<file path="src/rtl/low_guard_pkg.sv">
package low_guard_pkg;

  typedef enum logic [1:0] {
    SPACE_PRIMARY   = 2'd0,
    SPACE_SECONDARY = 2'd1,
    SPACE_HOME      = 2'd2,
    SPACE_BAD       = 2'd3
  } spaceMode_e;

  // address classification produced by the datapath for the control
  typedef struct packed {
    logic pageInWin;
    logic exactInWin;
    logic prefixAligned;
  } addrFlags_t;

  // strobes from control to datapath
  typedef struct packed {
    logic capture;
    logic grant;
    logic fault;
    logic hint;
    logic modeErr;
    logic loadPrefix;
  } ctrlStrobes_t;

endpackage

</file>
<file path="src/rtl/low_guard_ctrl.sv">
module low_guard_ctrl
  import low_guard_pkg::*;
(
  input  logic         clk,
  input  logic         rstN,
  input  logic         reqValid,
  input  logic         reqIsStore,
  input  logic         protEnable,
  input  logic         xlateOn,
  input  logic [1:0]   spaceMode,
  input  logic         privPrimary,
  input  logic         privSecondary,
  input  logic         privHome,
  input  logic         prefixWrEn,
  input  addrFlags_t   flags,
  output ctrlStrobes_t strobes,
  output logic         prefixAlignErr
);

  spaceMode_e modeSel;
  logic privSel;
  logic badMode;
  logic protActive;

  always_comb begin
    modeSel = spaceMode_e'(spaceMode);
    unique case (modeSel)
      SPACE_PRIMARY:   privSel = privPrimary;
      SPACE_SECONDARY: privSel = privSecondary;
      SPACE_HOME:      privSel = privHome;
      default:         privSel = 1'b0;
    endcase
    badMode    = xlateOn && (modeSel == SPACE_BAD);
    protActive = protEnable && !(xlateOn && privSel) && !badMode;
  end

  always_comb begin
    strobes.capture    = reqValid;
    strobes.modeErr    = reqValid && badMode;
    strobes.fault      = reqValid && protActive && reqIsStore && flags.exactInWin;
    strobes.hint       = reqValid && protActive && flags.pageInWin;
    strobes.grant      = reqValid && !badMode && !strobes.fault;
    strobes.loadPrefix = prefixWrEn && flags.prefixAligned;
  end

  always_ff @(posedge clk) begin
    if (!rstN) prefixAlignErr <= 1'b0;
    else       prefixAlignErr <= prefixWrEn && !flags.prefixAligned;
  end

  // the rejection flag only follows a prefix write
  a_r10_reject_after_write: assert property (@(posedge clk) disable iff (!rstN)
    prefixAlignErr |-> $past(prefixWrEn));

  // a disabled guard never produces a fault strobe
  a_r5_no_fault_when_off: assert property (@(posedge clk) disable iff (!rstN)
    !protEnable |-> !strobes.fault && !strobes.hint);

endmodule

</file>
<file path="src/rtl/low_guard_datapath.sv">
module low_guard_datapath
  import low_guard_pkg::*;
#(
  parameter int ADDR_W    = 64,
  parameter int PAGE_BITS = 12,
  parameter int WIN_BITS  = 9,
  parameter int NUM_WIN   = 2
) (
  input  logic              clk,
  input  logic              rstN,
  input  logic [ADDR_W-1:0] reqAddr,
  input  logic [ADDR_W-1:0] prefixWrData,
  input  ctrlStrobes_t      strobes,
  output addrFlags_t        flags,
  output logic              rspValid,
  output logic [ADDR_W-1:0] rspAbsAddr,
  output logic              rspOk,
  output logic              rspProtFault,
  output logic              rspWriteInvHint,
  output logic              rspModeErr
);

  localparam int SWAP_BITS  = PAGE_BITS + $clog2(NUM_WIN);
  localparam int PAGE_NUM_W = ADDR_W - PAGE_BITS;
  localparam int HI_W       = ADDR_W - SWAP_BITS;

  logic [ADDR_W-1:0]  prefixQ;
  logic [NUM_WIN-1:0] exactHit;
  logic               lowBlock;
  logic               inPrefix;
  logic [ADDR_W-1:0]  mappedAddr;

  // one comparator per protected window, one window at the start of each page
  for (genvar gi = 0; gi < NUM_WIN; gi++) begin : g_win
    assign exactHit[gi] = (reqAddr[ADDR_W-1:PAGE_BITS] == PAGE_NUM_W'(gi)) &&
                          (reqAddr[PAGE_BITS-1:WIN_BITS] == '0);
  end

  assign lowBlock = (reqAddr[ADDR_W-1:SWAP_BITS] == HI_W'(0));
  assign inPrefix = (reqAddr[ADDR_W-1:SWAP_BITS] == prefixQ[ADDR_W-1:SWAP_BITS]);

  always_comb begin
    flags.exactInWin    = |exactHit;
    flags.pageInWin     = lowBlock;
    flags.prefixAligned = (prefixWrData[SWAP_BITS-1:0] == '0);
  end

  // the prefix is aligned, so add and subtract reduce to replacing the upper bits
  always_comb begin
    if (lowBlock)
      mappedAddr = {prefixQ[ADDR_W-1:SWAP_BITS], reqAddr[SWAP_BITS-1:0]};
    else if (inPrefix)
      mappedAddr = {HI_W'(0), reqAddr[SWAP_BITS-1:0]};
    else
      mappedAddr = reqAddr;
  end

  always_ff @(posedge clk) begin
    if (!rstN)                   prefixQ <= '0;
    else if (strobes.loadPrefix) prefixQ <= prefixWrData;
  end

  always_ff @(posedge clk) begin
    if (!rstN) begin
      rspValid        <= 1'b0;
      rspAbsAddr      <= '0;
      rspOk           <= 1'b0;
      rspProtFault    <= 1'b0;
      rspWriteInvHint <= 1'b0;
      rspModeErr      <= 1'b0;
    end else begin
      rspValid        <= strobes.capture;
      rspAbsAddr      <= strobes.grant ? mappedAddr : '0;
      rspOk           <= strobes.grant;
      rspProtFault    <= strobes.fault;
      rspWriteInvHint <= strobes.hint;
      rspModeErr      <= strobes.modeErr;
    end
  end

  // no flag without a response
  a_r2_flags_need_valid: assert property (@(posedge clk) disable iff (!rstN)
    !rspValid |-> !(rspOk || rspProtFault || rspWriteInvHint || rspModeErr));

  // exactly one outcome per response
  a_r2_one_outcome: assert property (@(posedge clk) disable iff (!rstN)
    rspValid |-> $countones({rspOk, rspProtFault, rspModeErr}) == 1);

  // a faulting address is always inside a protected page
  a_r3_fault_has_hint: assert property (@(posedge clk) disable iff (!rstN)
    rspProtFault |-> rspWriteInvHint);

  // blocked accesses return no address
  a_r3_blocked_addr_zero: assert property (@(posedge clk) disable iff (!rstN)
    (rspProtFault || rspModeErr) |-> rspAbsAddr == '0);

  // addresses outside both swapped blocks pass unchanged
  a_r9_passthrough: assert property (@(posedge clk) disable iff (!rstN)
    (rspOk && $past(reqAddr[ADDR_W-1:SWAP_BITS]) != HI_W'(0) &&
     $past(reqAddr[ADDR_W-1:SWAP_BITS]) != $past(prefixQ[ADDR_W-1:SWAP_BITS]))
    |-> rspAbsAddr == $past(reqAddr));

  // the prefix only changes on an accepted load
  a_r10_prefix_stable: assert property (@(posedge clk) disable iff (!rstN)
    !$past(strobes.loadPrefix) |-> $stable(prefixQ));

endmodule

</file>
<file path="src/rtl/low_guard_relocator.sv">
module low_guard_relocator
  import low_guard_pkg::*;
#(
  parameter int ADDR_W    = 64,
  parameter int PAGE_BITS = 12,
  parameter int WIN_BITS  = 9,
  parameter int NUM_WIN   = 2
) (
  input  logic              clk,
  input  logic              rstN,
  input  logic              prefixWrEn,
  input  logic [ADDR_W-1:0] prefixWrData,
  input  logic              reqValid,
  input  logic [ADDR_W-1:0] reqAddr,
  input  logic              reqIsStore,
  input  logic              protEnable,
  input  logic              xlateOn,
  input  logic [1:0]        spaceMode,
  input  logic              privPrimary,
  input  logic              privSecondary,
  input  logic              privHome,
  output logic              rspValid,
  output logic [ADDR_W-1:0] rspAbsAddr,
  output logic              rspOk,
  output logic              rspProtFault,
  output logic              rspWriteInvHint,
  output logic              rspModeErr,
  output logic              prefixAlignErr
);

  addrFlags_t   flags;
  ctrlStrobes_t strobes;

  low_guard_ctrl i_ctrl (
    .clk            (clk),
    .rstN           (rstN),
    .reqValid       (reqValid),
    .reqIsStore     (reqIsStore),
    .protEnable     (protEnable),
    .xlateOn        (xlateOn),
    .spaceMode      (spaceMode),
    .privPrimary    (privPrimary),
    .privSecondary  (privSecondary),
    .privHome       (privHome),
    .prefixWrEn     (prefixWrEn),
    .flags          (flags),
    .strobes        (strobes),
    .prefixAlignErr (prefixAlignErr)
  );

  low_guard_datapath #(
    .ADDR_W    (ADDR_W),
    .PAGE_BITS (PAGE_BITS),
    .WIN_BITS  (WIN_BITS),
    .NUM_WIN   (NUM_WIN)
  ) i_datapath (
    .clk             (clk),
    .rstN            (rstN),
    .reqAddr         (reqAddr),
    .prefixWrData    (prefixWrData),
    .strobes         (strobes),
    .flags           (flags),
    .rspValid        (rspValid),
    .rspAbsAddr      (rspAbsAddr),
    .rspOk           (rspOk),
    .rspProtFault    (rspProtFault),
    .rspWriteInvHint (rspWriteInvHint),
    .rspModeErr      (rspModeErr)
  );

endmodule

</file>
<file path="config.mk">
export PLATFORM = sky130hd
export DESIGN_NAME = low_guard_relocator
export DESIGN_NICKNAME = d
export VERILOG_FILES = /design/src/rtl/low_guard_pkg.sv /design/src/rtl/low_guard_ctrl.sv /design/src/rtl/low_guard_datapath.sv /design/src/rtl/low_guard_relocator.sv
export SDC_FILE = /design/constraint.sdc
export NUM_CORES = 1
export LEC_CHECK = 0
export BUFFER_PORTS_ARGS = -buffer_cell sky130_fd_sc_hd__buf_4
export CAP_MARGIN = 20
export CORE_ASPECT_RATIO = 0.8
export CORE_UTILIZATION = 42
export DETAILED_ROUTE_END_ITERATION = 8
export GPL_TIMING_DRIVEN = 0
export PLACE_DENSITY = 0.71
export SETUP_SLACK_MARGIN = 0.5
export SLEW_MARGIN = 10
export SYNTH_ARGS = -nofsm -noshare
export SYNTH_HDL_FRONTEND = slang
export SYNTH_SLANG_ARGS = --single-unit
</file>
<file path="constraint.sdc">
create_clock -name clk -period 6.6 [get_ports clk]
set_clock_uncertainty 0.05 [all_clocks]
set_input_delay 1.32 -clock clk [delete_from_list [all_inputs] [get_ports clk]]
set_output_delay 1.32 -clock clk [all_outputs]
set_load 0.03 [all_outputs]
</file>
==> results of run 1 <==
-- cells by family (layout without fill, tap and decap cells) --
group           Yosys count  in the layout  share of synthesized area
xor+xnor                 51             51                     0.0834
compound gates          156            156                      0.208
buf+inv                  62            302                     0.0460
simple gates            222            222                      0.210
flops                   121            121                      0.452
-- metrics by stage --
| step | area, um2 | cells |
|---|---|---|
| after floorplan | 5360 | 612 |
| after global routing | 7720 | 1023 |
| after detailed placement | 7130 | 991 |
| after global placement | 7130 | 991 |
| final | 7720 | 1023 |
| after CTS | 7720 | 1023 |
-- layout make-up --
class	count	area, um2	share of cell area
Timing Repair Buffer	208	1560	0.202
Clock buffer	21	470	0.0609
Inverter	3	11.3	0.00146
Clock inverter	11	121	0.0157
Multi-Input combinational cell	429	2690	0.348
Tap cell	171	214	0.0277
Buffer	59	235	0.0305
Sequential cell	121	2420	0.314
-- flip-flops by register name, summed over array words and instances (netlist names) --
signal                      cells
i_datapath.prefixQ             51
i_datapath.rspOk                1
i_datapath.rspValid             1
i_datapath.rspProtFault         1
i_datapath.rspWriteInvHint      1
i_datapath.rspModeErr           1
i_datapath.rspAbsAddr          64
i_ctrl.prefixAlignErr           1
-- how the worst max path moves through the flow --
| stage | to | slack [ns] |
|---|---|---|
| global route | i_datapath.rspAbsAddr[27] | 3.10 |
| CTS | i_datapath.rspAbsAddr[27] | 3.27 |
| global placement | i_datapath.rspAbsAddr[63] | 2.85 |
| detailed placement | i_datapath.rspAbsAddr[27] | 2.85 |
| finish | i_datapath.rspAbsAddr[27] | 3.18 |
| floorplan | i_datapath.rspAbsAddr[1] | 3.61 |
-- report_power, final --
part           internal, mW  switching, mW
registers             0.748        0.00476
logic                 0.101          0.109
clock network         0.583          0.336
-- tightest hold or removal path, cell delays in order (launching register included) --
cell and delay [ns]:
sky130_fd_sc_hd__dfxtp_1 0.33, sky130_fd_sc_hd__nand2_1 0.06, sky130_fd_sc_hd__a21boi_0 0.06
-- layout by cell type (no fill, tap or decap), types with 2 or more instances in the layout --
| cell type | instances |
|---|---|
| sky130_fd_sc_hd__clkbuf_8 | 3 |
| sky130_fd_sc_hd__nand2_1 | 107 |
| sky130_fd_sc_hd__clkinvlp_4 | 5 |
| sky130_fd_sc_hd__and3_1 | 5 |
| sky130_fd_sc_hd__inv_1 | 2 |
| sky130_fd_sc_hd__clkbuf_16 | 17 |
| sky130_fd_sc_hd__clkbuf_2 | 5 |
| sky130_fd_sc_hd__o21ai_0 | 52 |
| sky130_fd_sc_hd__bufinv_16 | 2 |
| sky130_fd_sc_hd__and2_1 | 4 |
| sky130_fd_sc_hd__nand3_1 | 3 |
| sky130_fd_sc_hd__nand4_1 | 56 |
| sky130_fd_sc_hd__a21boi_0 | 51 |
| sky130_fd_sc_hd__o41ai_1 | 51 |
| sky130_fd_sc_hd__buf_4 | 208 |
| sky130_fd_sc_hd__and2_2 | 7 |
| sky130_fd_sc_hd__nor2_1 | 5 |
| sky130_fd_sc_hd__clkinv_2 | 3 |
| sky130_fd_sc_hd__clkbuf_1 | 54 |
| sky130_fd_sc_hd__dfxtp_1 | 121 |
| sky130_fd_sc_hd__nor3_1 | 3 |
| sky130_fd_sc_hd__xor2_1 | 51 |
| sky130_fd_sc_hd__nor4_1 | 26 |
-- per-layer routing --
metal	global-route usage	wire, um	part of all wire
met1	0.378	8320	0.45
met2	0.437	8200	0.44
met3	0.0690	1730	0.093
met4	0.0878	313	0.017
met5	0	0	0
==> results.txt, run 1 <==
VDD sags by at most 204 uV. The H-tree depth is 4. In this design, the largest share of critical-path delay is due to simple AND/OR/NAND/NOR gates.

The worst reg-to-reg path cell count is 6. The number of global-route vias before repair came out at 5,311. The starting utilization of the core area came out at 0.435. Across the run, the number of max-cap violations was 0. Among all flip-flop cells after synthesis, the most frequent one is sky130_fd_sc_hd__dfxtp_1.

The cell row count is 36. The run finished with clean final reports. The clock tree from TritonCTS is yes. The power per standard cell area is 244 nW/um2. The maximum fanout along the worst path came out at 10.

The number of vias in the routed layout came out at 5,748. The leakage power is 3.14 nW. The worst register-to-register path begins at i_datapath.prefixQ[38]. The final critical delay including setup and external delays came out at 3.42 ns. The post-detailed-route DRC marker count is 0. The I/O pin total came out at 210. The number of antenna violations at the first check in global routing is 0. In the post-synthesis netlist, the biggest area contributors are sky130_fd_sc_hd__dfxtp_1, sky130_fd_sc_hd__o41ai_1, sky130_fd_sc_hd__xor2_1, sky130_fd_sc_hd__nand2_1, sky130_fd_sc_hd__a21boi_0. The maximum count of clock buffers along a single path came out at 2. The number of distinct library cells after synthesis is 27. The min-delay analysis places its worst path in the category register to register. The synthesis warning total is 0. The number of buffers and inverters on the critical path is 2. The count of buffers added on input and output ports is 208.

Setup repair after global routing left no endpoint under its margin. The antenna diode count is 0. At the end of the flow, the number of nets in the layout was 979. The final-report max-slew violation count came out at 0. The die is 128 um wide. The mean area per synthesized cell is 8.75 um2. CTS placed an instance of sky130_fd_sc_hd__clkbuf_16 at the clock tree root.

The number of setup buffers added after CTS came out at 0. The post-route worst setup slack came out at 3.18 ns. In this run the critical register-to-register path is captured at i_datapath.rspAbsAddr[22]. The synthesized design spends more area on one cell type than any other, namely sky130_fd_sc_hd__dfxtp_1. In this run the worst setup path begins at reqAddr[18].

The highest cell delay on the worst timing path is 0.73 ns. The critical path's most frequent cell is sky130_fd_sc_hd__nand4_1. The final critical-path share of the clock period is 0.518. Once detail routing completed, the nets flagged for antenna violations numbered 0. The number of flops mapped to enable cells by yosys is 0. The synthesis-stage register bit count is 121. The final core area utilization came out at 0.628. The remaining global-route overflow came out at 0. The number of violations reported at the end of detailed-routing iteration 0 is 474. Before antenna repair, the detailed router went through 5 iterations. For the worst setup path, the data arrival time is 3.67 ns. The number of clock sinks came out at 121. Walking the worst path, the cells encountered are buf_4, nor4_1, nand4_1, nor4_2, clkbuf_1, nand4_1, o21ai_0. The clock reaches the later pin of the worst-skew pair after 0.42 ns. The fill cell instance count of the final layout came out at 1,072. The die covers 13,200 um2.

The number of buffers created by CTS is 17. The fraction of synthesized cell area taken by the top area cell type came out at 0.452. The worst slew margin relative to its limit is 0.296. The number of gates given a new drive strength after cts is 0. The maximum frequency from static timing analysis came out at 292 MHz. The share of final-layout standard cells stronger than drive strength 1 is 0.302. The number of setup violations in the final report is 0. sky130_fd_sc_hd__dfxtp_1 is the most common cell in the netlist.

The total power came out at 1.88 mW. The area inside the core boundary is 12,300 um2. By count the netlist is led by sky130_fd_sc_hd__dfxtp_1, sky130_fd_sc_hd__nand2_1, sky130_fd_sc_hd__nand4_1.

The accumulated negative setup slack came out at 0 ns. The largest net degree at the start of global routing came out at 17. The area added between synthesis and finish came out at 44.2%. The transition time of the tightest slew-check pin came out at 1.05 ns. The wire length after detailed routing came out at 18,600 um. After clock tree synthesis, the flow added hold-fix buffers numbering 0. The number of vias per cell came out at 5.62. The clock-pin transition on the worst setup and hold timing paths is 0.06 ns. The global-route wire length before repair came out at 27,800 um. The final number of hold-violating endpoints came out at 0.

By startpoint and endpoint, the worst setup path is classified as primary input to register. The worst hold path passes through 2 cells. After detailed routing, the average wire length per cell comes to 18.1 um. The register-to-register setup slack came out at 4.07 ns. Hold is met by 0.449 ns. The summed instance area of the synthesized netlist is 5360 um2. The share of synthesized flip-flops with an asynchronous set or reset is 0.

The path with the worst hold slack has its endpoint at i_datapath.prefixQ[51]. The number of nets in the synthesized netlist is 752. The placer congestion estimate came out at 0.854. The startpoint identified for the worst hold timing path is i_datapath.prefixQ[51]. In the global route stage, overall resource usage came out at 0.279. The setup slack after placement came out at 2.85 ns. On the critical path, the stage with the largest delay is an instance of sky130_fd_sc_hd__nor4_2. The critical path data required time is 6.85 ns. The instance count on the critical path is 7.

The height of the die is 103 um. The startpoint type of the worst setup path is a primary input. The HPWL after detailed placement came out at 13,900 um.

STA classifies the critical path endpoint as a register. The gate count of the mapped netlist came out at 612. The sequential element share of the synthesized area came out at 0.452.
Note: power is estimated with default switching activity, not from simulation.
==> run 2: changes to the inputs <==
--- a/config.mk
+++ b/config.mk
@@ -11,7 +11,7 @@
 export CORE_UTILIZATION = 42
 export DETAILED_ROUTE_END_ITERATION = 8
 export GPL_TIMING_DRIVEN = 0
-export PLACE_DENSITY = 0.71
+export PLACE_DENSITY = 0.73
 export SETUP_SLACK_MARGIN = 0.5
 export SLEW_MARGIN = 10
 export SYNTH_ARGS = -nofsm -noshare
==> constraint.sdc (replaced) <==
create_clock -name clk -period 3.1 [get_ports clk]
set_clock_uncertainty 0.05 [all_clocks]
set_input_delay 0.62 -clock clk [delete_from_list [all_inputs] [get_ports clk]]
set_output_delay 0.62 -clock clk [all_outputs]
set_load 0.03 [all_outputs]
==> run 2 against run 1 <==
Sequential share of layout area fell by 0.15 points. Total power rose by 120%. Final area grew 0.47%. Worst setup slack lost 2.6 ns. Non-clock buffer count rose by 1. First-iteration DRC count up 4.0%. Clock-buffer cell count is 2 higher. Wire length down 1.5%. Cell count barely moved. Global-route usage is 0.82 points higher. Register-to-register slack worse by 3.5 ns. Largest power group unchanged.
==> results.txt, run 2 (synthesis gave the netlist of run 1 again) <==
The worst-skew pair later-pin latency came to 0.42 ns (about the same). The HPWL after detailed placement came to 13,900 um (about the same). The proportion of power drawn by the clock network is 0.494 (was 0.488). Largest registers: i_datapath.rspAbsAddr x64, i_datapath.prefixQ x51 (unchanged). RSZ-0062 raised after global routing: false (unchanged). The total power came to 4.05 mW (was 1.88 mW). The critical path data required time was 3.32 ns (was 6.85 ns). The number of antenna violations at the first check in global routing came out at 0 (unchanged). The placer congestion estimate came to 0.909 (was 0.854).

The clock tree from TritonCTS is yes (unchanged). The maximum count of clock buffers along a single path was 2 (unchanged). The logic gate share of total power came to 0.111 (was 0.112). The remaining global-route overflow was 0 (unchanged). The number of setup violations in the final report came out at 0 (unchanged). The maximum fanout along the worst path is 10 (unchanged). The I/O pin total came to 210 (unchanged). The count of nets after finishing was 980 (was 979).

The startpoint type of the worst setup path is a primary input (unchanged). The clock root buffer is sky130_fd_sc_hd__clkbuf_16 (unchanged). The clock-pin transition on the worst setup and hold timing paths was 0.05 ns (was 0.06 ns).

The H-tree depth is 4 (unchanged). The net load switching power came to 924 uW (was 450 uW). The largest net degree at the start of global routing is 17 (unchanged). The number of global-route vias before repair came out at 5,596 (was 5,311). The post-route antenna net violation count is 0 (unchanged). The worst slew margin relative to its limit is 0.415 (was 0.296). The wire length after detailed routing came out at 18,300 um (was 18,600 um).

The worst hold slack is 0.355 ns (was 0.449 ns). The startpoint of the most critical setup path is reqAddr[18] (unchanged). The post-detailed-route DRC marker count is 0 (unchanged). The cell row count was 36 (unchanged). The switching portion of total power is 0.228 (was 0.239). The register-to-register setup slack came out at 0.60 ns (was 4.07 ns). The critical path endpoint category was a register (unchanged).

The post-route worst setup slack was 0.558 ns (was 3.18 ns). The transition time of the tightest slew-check pin came out at 0.874 ns (was 1.05 ns). The wire length on met1 came out at 7770 um (was 8320 um). The number of clock sinks was 121 (unchanged). The length of the first detailed-routing pass in iterations came to 5 (unchanged). The count of input and output buffers is 208 (unchanged). The area added between synthesis and finish was 44.9% (was 44.2%). The detailed-routed wire length on met2 came out at 8130 um (was 8200 um). The setup slack after placement is 0.00674 ns (was 2.85 ns).

The starting utilization of the core area is 0.435 (unchanged). The internal power contribution was 3.13 mW (was 1.43 mW). The height of the die is 103 um (unchanged).

The end of the worst register-to-register path is i_datapath.rspAbsAddr[29] (was i_datapath.rspAbsAddr[22]). The flip-flop count of the largest register, all copies and words added came out at 64 (unchanged). The floorplan die width is 128 um (unchanged).

The top routing layer in use is met4 (unchanged). The top register by number of flip-flops is i_datapath.rspAbsAddr (unchanged). The die outline area is 13,200 um2 (unchanged).

The total routing usage reported by global routing was 0.287 (was 0.279). Outcome: finished clean (unchanged). The most common library cell in the layout ignoring fill and taps is sky130_fd_sc_hd__buf_4 (unchanged). The detailed route wirelength on metal3 is 1980 um (was 1730 um). The antenna diode count is 0 (unchanged). The capture point of the worst path is i_datapath.rspAbsAddr[42] (was i_datapath.rspAbsAddr[27]). Leading cell types in the layout, fill and taps excluded: sky130_fd_sc_hd__buf_4, sky130_fd_sc_hd__dfxtp_1, sky130_fd_sc_hd__nand2_1, sky130_fd_sc_hd__nand4_1, sky130_fd_sc_hd__clkbuf_1 (unchanged). The kind of path behind the tightest hold check was primary input to register (was register to register). The type of the worst setup path is primary input to register (unchanged).

The number of buffers created by CTS came to 17 (unchanged). The power per standard cell area came out at 522 nW/um2 (was 244 nW/um2). The share of final-layout standard cells stronger than drive strength 1 came out at 0.304 (was 0.302). The number of vias per cell came out at 5.57 (was 5.62). The final-report max-slew violation count is 0 (unchanged). The final critical delay including setup and external delays is 2.54 ns. The final number of hold-violating endpoints came out at 0 (unchanged). The worst reg-to-reg path cell count is 6 (unchanged). Dividing the final minimum period by the clock period gives 0.820. The startpoint of the most critical register-to-register path is i_datapath.prefixQ[45] (was i_datapath.prefixQ[38]). The critical path data arrival time is 2.76 ns (was 3.67 ns). The share of power burned in registers came out at 0.396 (was 0.400). The final core area utilization came out at 0.631 (was 0.628). The number of vias in the routed layout is 5,699 (was 5,748).

The number of standard cells in the layout, taps in and fillers out came out at 1,024 (was 1,023). The global-route wire length before repair is 28,700 um (was 27,800 um). The wire length per cell after detailed routing came out at 17.9 um (was 18.1 um). The max-capacitance violation count is 0 (unchanged).

The number of violations reported at the end of detailed-routing iteration 0 is 493 (was 474). The worst vdd rail ir drop was 418 uV (was 204 uV). The number of placed instances with taps included is 991 (unchanged). The leakage power is 3.19 nW (was 3.14 nW). The area inside the core boundary is 12,300 um2 (unchanged). For this run, the top clock speed supported by timing is 393 MHz.
## run 2: per-stage QoR
step / area [um2] / TNS [ns]
finish: 7760 / 0
global placement: 7130 / -0.0145
CTS: 7740 / 0
detailed placement: 7130 / 0
floorplan: 5360 / 0
global route: 7760 / 0
## run 2: worst min-delay path by stage
stage | cells past startpoint | end | from | slack (ns)
finish | 2 | i_datapath.rspAbsAddr[4] | reqAddr[4] | 0.36
detailed placement | 2 | i_datapath.prefixQ[52] | i_datapath.prefixQ[52] | 0.44
CTS | 2 | i_datapath.rspAbsAddr[12] | reqAddr[12] | 0.35
global route | 2 | i_datapath.rspAbsAddr[4] | reqAddr[4] | 0.35
global placement | 2 | i_datapath.prefixQ[19] | i_datapath.prefixQ[19] | 0.43
floorplan | 2 | i_datapath.prefixQ[15] | i_datapath.prefixQ[15] | 0.42
## run 2: what timing repair did
| item | CTS | global route |
|---|---|---|
| gates resized for setup | 2 | 3 |
| setup buffers | 0 | 1 |
| hold buffers | 0 | 0 |
| cloned | 0 | 0 |
| pin swaps | 0 | 1 |
| setup endpoints to repair | 34 | 28 |
## run 2: power groups by stage
stage / clock network (mW) / logic (mW) / registers (mW)
after floorplan: 0 / 0.106 / 1.71
after global routing: 2.09 / 0.476 / 1.60
after detailed placement: 0 / 0.441 / 1.64
final: 2.00 / 0.448 / 1.60
after global placement: 0 / 0.437 / 1.63
after CTS: 2.01 / 0.444 / 1.60
## run 2: worst max-delay path, stage by stage
cell	delay, ns
sky130_fd_sc_hd__buf_4	0.13
sky130_fd_sc_hd__nor4_2	0.43
sky130_fd_sc_hd__nand4_1	0.24
sky130_fd_sc_hd__or4_1	0.61
sky130_fd_sc_hd__o21ai_4	0.30
sky130_fd_sc_hd__clkbuf_2	0.26
sky130_fd_sc_hd__o21ai_0	0.16
## run 2: area by class of cell
type	instances	area, um2
clock inverter	9	120
sequential	121	2420
buffer	59	236
timing repair buffer	209	1570
tap	171	214
clock buffer	23	478
multi-input combinational	429	2710
inverter	3	11.3
fill	1079	4540
## run 2: routing by layer
metal,vias to the layer above,GRT usage
met2,338,0.448
met5,-,0
met4,0,0.110
li1,2699,-
met1,2623,0.370
met3,39,0.0944
